$ cat config.mk
export PLATFORM = sky130hd
export DESIGN_NAME = pattern_carrier
export DESIGN_NICKNAME = d
export VERILOG_FILES = /design/src/rtl/pcg_pkg.sv /design/src/rtl/pcg_pattern_store.sv /design/src/rtl/pcg_ctrl.sv /design/src/rtl/pcg_datapath.sv /design/src/rtl/pattern_carrier.sv
export SDC_FILE = /design/constraint.sdc
export NUM_CORES = 2
export LEC_CHECK = 0
export BUFFER_PORTS_ARGS = -buffer_cell sky130_fd_sc_hd__buf_2
export CAP_MARGIN = 20
export CORE_UTILIZATION = 50
export CTS_CLUSTER_SIZE = 14
export DETAILED_ROUTE_END_ITERATION = 10
export PLACE_DENSITY = 0.62
export SLEW_MARGIN = 5
export SYNTH_ARGS = -nofsm -noshare
export SYNTH_HDL_FRONTEND = slang
export SYNTH_SLANG_ARGS = --single-unit
$ cat constraint.sdc
create_clock -name clk -period 9.1 [get_ports clk]
set_clock_uncertainty 0.05 [all_clocks]
set_input_delay 1.365 -clock clk [delete_from_list [all_inputs] [get_ports clk]]
set_output_delay 1.365 -clock clk [all_outputs]
set_load 0.02 [all_outputs]
$ cat src/rtl/pcg_pkg.sv
package pcg_pkg;
  // Control-to-datapath strobes
  typedef struct packed {
    logic start;   // playback begins this edge
    logic step;    // advance to next pattern bit this edge
    logic active;  // playback currently running
  } seqStrobes_t;
endpackage

$ cat src/rtl/pcg_pattern_store.sv
module pcg_pattern_store #(
  parameter int MAX_BITS = 1024,
  parameter int WORD_W   = 16
) (
  input  logic                clk,
  input  logic                rstN,
  input  logic                wordValid,
  input  logic [WORD_W-1:0]   wordData,
  output logic [MAX_BITS-1:0] patBits
);
  localparam int NUM_WORDS = MAX_BITS / WORD_W;

  // One register per word slot; each write moves every slot up one place.
  for (genvar w = 0; w < NUM_WORDS; w++) begin : gWord
    logic [WORD_W-1:0] wordQ;
    logic [WORD_W-1:0] wordNext;
    if (w == 0) begin : gBottom
      assign wordNext = wordData;
    end else begin : gUpper
      assign wordNext = patBits[(w-1)*WORD_W +: WORD_W];
    end
    always_ff @(posedge clk or negedge rstN) begin
      if (!rstN) wordQ <= '0;
      else if (wordValid) wordQ <= wordNext;
    end
    assign patBits[w*WORD_W +: WORD_W] = wordQ;
  end
endmodule

$ cat src/rtl/pcg_ctrl.sv
module pcg_ctrl
  import pcg_pkg::*;
#(
  parameter int DIV_W = 16
) (
  input  logic             clk,
  input  logic             rstN,
  input  logic             enable,
  input  logic [DIV_W-1:0] divider,
  output seqStrobes_t      strobes
);
  logic             running;
  logic [DIV_W-1:0] divCnt;
  logic [DIV_W-1:0] divLast;

  // Zero divider behaves as one; last count of a bit period
  always_comb begin
    divLast = (divider == '0) ? '0 : divider - 1'b1;
  end

  always_comb begin
    strobes.start  = enable & ~running;
    strobes.step   = enable & running & (divCnt >= divLast);
    strobes.active = running;
  end

  always_ff @(posedge clk or negedge rstN) begin
    if (!rstN) begin
      running <= 1'b0;
      divCnt  <= '0;
    end else if (!enable) begin
      running <= 1'b0;
      divCnt  <= '0;
    end else if (!running) begin
      running <= 1'b1;
      divCnt  <= '0;
    end else if (strobes.step) begin
      divCnt  <= '0;
    end else begin
      divCnt  <= divCnt + 1'b1;
    end
  end
endmodule

$ cat src/rtl/pcg_datapath.sv
module pcg_datapath
  import pcg_pkg::*;
#(
  parameter int MAX_BITS = 1024,
  parameter int LEN_W    = $clog2(MAX_BITS)
) (
  input  logic                clk,
  input  logic                rstN,
  input  seqStrobes_t         strobes,
  input  logic [LEN_W-1:0]    lenMinus1,
  input  logic [MAX_BITS-1:0] patBits,
  output logic [LEN_W-1:0]    bitIdx,
  output logic                carrierP,
  output logic                carrierN
);
  logic patBit;

  always_ff @(posedge clk or negedge rstN) begin
    if (!rstN) begin
      bitIdx <= '0;
    end else if (strobes.start) begin
      bitIdx <= lenMinus1;
    end else if (strobes.step) begin
      bitIdx <= (bitIdx == '0) ? lenMinus1 : bitIdx - 1'b1;
    end
  end

  always_comb begin
    patBit   = patBits[bitIdx];
    carrierP = strobes.active & patBit;
    carrierN = ~strobes.active | ~patBit;
  end
endmodule

$ cat src/rtl/pattern_carrier.sv
module pattern_carrier
  import pcg_pkg::*;
#(
  parameter int MAX_BITS = 1024,
  parameter int WORD_W   = 16,
  parameter int DIV_W    = 16,
  parameter int LEN_W    = $clog2(MAX_BITS)
) (
  input  logic              clk,
  input  logic              rstN,
  input  logic              wordValid,
  input  logic [WORD_W-1:0] wordData,
  input  logic [LEN_W-1:0]  lenMinus1,
  input  logic [DIV_W-1:0]  divider,
  input  logic              enable,
  output logic              carrierP,
  output logic              carrierN
);
  seqStrobes_t         strobes;
  logic [MAX_BITS-1:0] patBits;
  logic [LEN_W-1:0]    bitIdx;

  pcg_pattern_store #(.MAX_BITS(MAX_BITS), .WORD_W(WORD_W)) u_store (
    .clk(clk), .rstN(rstN), .wordValid(wordValid), .wordData(wordData),
    .patBits(patBits)
  );

  pcg_ctrl #(.DIV_W(DIV_W)) u_ctrl (
    .clk(clk), .rstN(rstN), .enable(enable), .divider(divider),
    .strobes(strobes)
  );

  pcg_datapath #(.MAX_BITS(MAX_BITS), .LEN_W(LEN_W)) u_dp (
    .clk(clk), .rstN(rstN), .strobes(strobes), .lenMinus1(lenMinus1),
    .patBits(patBits), .bitIdx(bitIdx), .carrierP(carrierP), .carrierN(carrierN)
  );
endmodule

==> flow_metrics.py <==
metrics = {
    "cts": {
        "cts.path.max_buffers": 3,
        "cts_buffers": 113,
        "cts_tree": "built",
        "cts_hold_buf": 0,
        "post_cts_resized": 0,
        "clk_pin_slew_ns": 0.06,
        "clock_insertion_delay_worst_skew_ns": 0.69,
        "post_cts_buffers": 0,
        "root_buffer": "clkbuf_16",
        "clock-sinks": 1051,
        "htree_levels": 3,
    },
    "drt": {
        "wl_per_cell_um": 24.1,
        "drt-total-wl_mm": 107,
        "route.detailed.drc": 0,
        "drtIter0Drc": 2020,
        "num_vias": 26900,
        "ant_nets": 0,
        "viasPerCell": 6.04,
        "drt-pass1-iter-count": 6,
    },
    "logic_synthesis": {
        "synthTopCellsByArea": "dfrtp_1 (55%), mux2_2 (24%), mux4_2 (11%)",
        "synth_top_family_by_area": "multiplexers",
        "synth_compound_area_share_pct": 2.84,
        "synth_edf_count": 0,
        "ys.flop_type": "dfrtp_1",
        "synthAdderAreaFrac_pct": 0.520,
        "yosys-mux-area-fraction_pct": 37.1,
        "synth-seq-cells": 1051,
        "yosys.area.top_type": "dfrtp_1",
        "yosys.area_share.simple_pct": 2.09,
        "ys_async_sr_fraction_pct": 100,
        "syn_nets": 3163,
        "synth_top_area_share_pct": 54.7,
        "synth_area_per_cell_um2": 15.5,
        "yosysWarnings": 0,
        "synth_cell_types": 58,
        "synth-xor-area-share_pct": 0.492,
        "syn-cell-area_um2": 48100,
        "syn_inst": 3097,
        "seq_area_frac_synth_pct": 54.7,
    },
    "sta": {
        "relSlewSlack_pct": 21.6,
        "fmax_mhz": 150,
        "finalWorstSetupSlack_ns": 2.45,
        "tightest_slew_ns": 1.17,
        "min_period_over_period_pct": 73.1,
        "setup_viol": 0,
        "finalMaxSlewViolations": 0,
        "rsz0062_at_grt": "no",
        "finalSetupTns_ns": 0,
        "fin_crit_ns": 6.65,
        "hold_viol": 0,
        "holdWs_ns": 0.454,
    },
    "floorplan": {
        "io_pins": 48,
        "dieArea_um2": 97500,
        "die_x_um": 312,
        "core_um2": 95200,
        "initial_core_util_pct": 50.6,
        "die_h_um": 312,
        "fp-row-count": 113,
    },
    "hold_path": {
        "hold_class": "reg -> reg",
        "hold_end": "u_store.gWord[63].wordQ[7]",
        "hold_depth": 1,
        "hp-start": "u_store.gWord[63].wordQ[7]",
    },
    "global_routing": {
        "first_global_vias": 28900,
        "grt_usage_pct": 22.7,
        "grt_max_degree": 196,
        "grt_pass1_wl_mm": 175,
        "overflow": 0,
        "antenna_found_initial": 0,
    },
    "critical_path": {
        "reg2reg_to": "u_dp.bitIdx[8]",
        "reg2reg_depth": 11,
        "crit_fanout": 76,
        "critPathArrivalTime_ns": 5.24,
        "timing.rr.start": "u_ctrl.divCnt[0]",
        "r2r_slack_ns": 5.94,
        "crit_path_start_kind": "flop",
        "crit_type": "reg -> out",
        "cp.required_ns": 7.69,
        "worst_setup_path_end_kind": "output port",
    },
    "final_layout": {
        "drive_above_1_share_pct": 48.8,
        "syn2layout_area_growth_pct": 10.8,
        "fin_util_pct": 56.0,
        "diodes": 0,
        "fin_nets": 3162,
    },
    "power": {
        "vdd_ir_drop_max_uv": 171,
        "powerDensity_nw_per_um2": 272,
        "p_total_mw": 14.5,
        "p_leak_nw": 24.4,
    },
    "placement": {
        "gp_routability_congestion": 0.866,
        "dp_slack_ns": 3.14,
        "hpwlAfterDp_mm": 68.9,
        "io_buffers": 47,
    },
    "status": {
        "status": "finished clean",
    },
    "run": {
        "cap_violations": 0,
    },
}
[synth_stat cells (9+ instances only)]
cell,number
a21oi_1,49
a22oi_1,38
buf_1,12
buf_2,25
buf_4,9
buf_6,21
clkbuf_1,143
dfrtp_1,1051
ha_1,20
inv_1,17
mux2_2,1026
mux2i_1,91
mux4_2,238
nand2_1,53
nand3_1,23
nand4_1,11
nor2_1,55
nor3_1,27
nor4_1,9
o21ai_0,15
o221ai_1,25
o22ai_1,26
xnor2_1,10
xor2_1,17
[cell usage in the layout, fill, tap and decap left out, drive strengths merged, types with 5 or more instances in the layout]
master / synthesis / final
nor2: 55 / 55
or4: 6 / 6
a21oi: 49 / 49
o221ai: 25 / 25
nand4: 11 / 11
mux2i: 91 / 91
buf: 69 / 96
a22oi: 38 / 38
bufinv: 0 / 14
clkbuf: 143 / 156
mux2: 1026 / 1026
dfrtp: 1051 / 1051
nand2: 53 / 53
o21ai: 17 / 17
o22ai: 26 / 26
nor3: 27 / 27
xor2: 17 / 17
clkinv: 1 / 27
xnor2: 10 / 10
inv: 18 / 25
a31oi: 5 / 5
nand2b: 7 / 7
ha: 20 / 20
a211oi: 9 / 9
nor4: 9 / 9
a21o: 8 / 8
nand3: 23 / 23
mux4: 238 / 238
[cells by family (layout without fill, tap and decap cells)]
logic type	after synthesis	count (layout)
xor+xnor	27	27
simple gates	212	212
compound gates	201	201
mux	1355	1355
fa+ha+maj	20	20
buf+inv	231	322
flops	1051	1051
[metrics by stage]
step	std cells	instance area, µm²
after global routing	4453	53300
after floorplan	3097	48100
after global placement	4243	49400
after detailed placement	4244	49400
final	4453	53300
after CTS	4451	53300
[flip-flops by register name, summed over array words and instances, names as in the netlist]
signal	count
u_dp.bitIdx	10
u_store.gWord.wordQ	1008
u_store.gWord.wordNext	16
u_ctrl.running	1
u_ctrl.divCnt	16
[power by group]
group          switching [mW]  total (mW)  internal (mW)
Sequential              0.824        6.41           5.59
Combinational            1.66        3.34           1.68
Clock                    1.90        4.74           2.84
[worst max path at each step]
stage | depth (start not counted) | from | end
floorplan | 15 | divider[5] | u_dp.bitIdx[7]
global placement | 11 | u_dp.bitIdx[1] | carrierN
detailed placement | 15 | divider[11] | u_dp.bitIdx[8]
CTS | 11 | u_dp.bitIdx[1] | carrierN
global route | 11 | u_dp.bitIdx[1] | carrierN
finish | 11 | u_dp.bitIdx[1] | carrierN
[critical path, cell delays in order (launching register included)]
cell      delay, ns
dfrtp_4        0.86
buf_12         0.46
or2_2          0.74
o22ai_1        0.20
or3_1          0.41
o221ai_1       0.10
nor4_1         0.09
a21oi_1        0.22
a21oi_1        0.11
nor4_1         0.76
o31a_1         0.30
buf_2          0.19
[per-layer routing]
layer,GRT usage (%),vias to the layer above,wire length (µm)
met4,6.61,0,2950
met2,34.9,493,50500
li1,-,11700,-
met1,33.7,14500,49500
met3,3.32,164,4230
met5,0,-,0
[cell type report]
| class | count | area, µm² |
|---|---|---|
| Timing Repair Buffer | 96 | 781 |
| Clock buffer | 156 | 3180 |
| Multi-Input combinational cell | 1815 | 20700 |
| Sequential cell | 1051 | 26300 |
| Fill cell | 7543 | 41900 |
| Inverter | 19 | 71.3 |
| Clock inverter | 51 | 674 |
| Tap cell | 1265 | 1580 |
(Power assumes the default switching activity.)
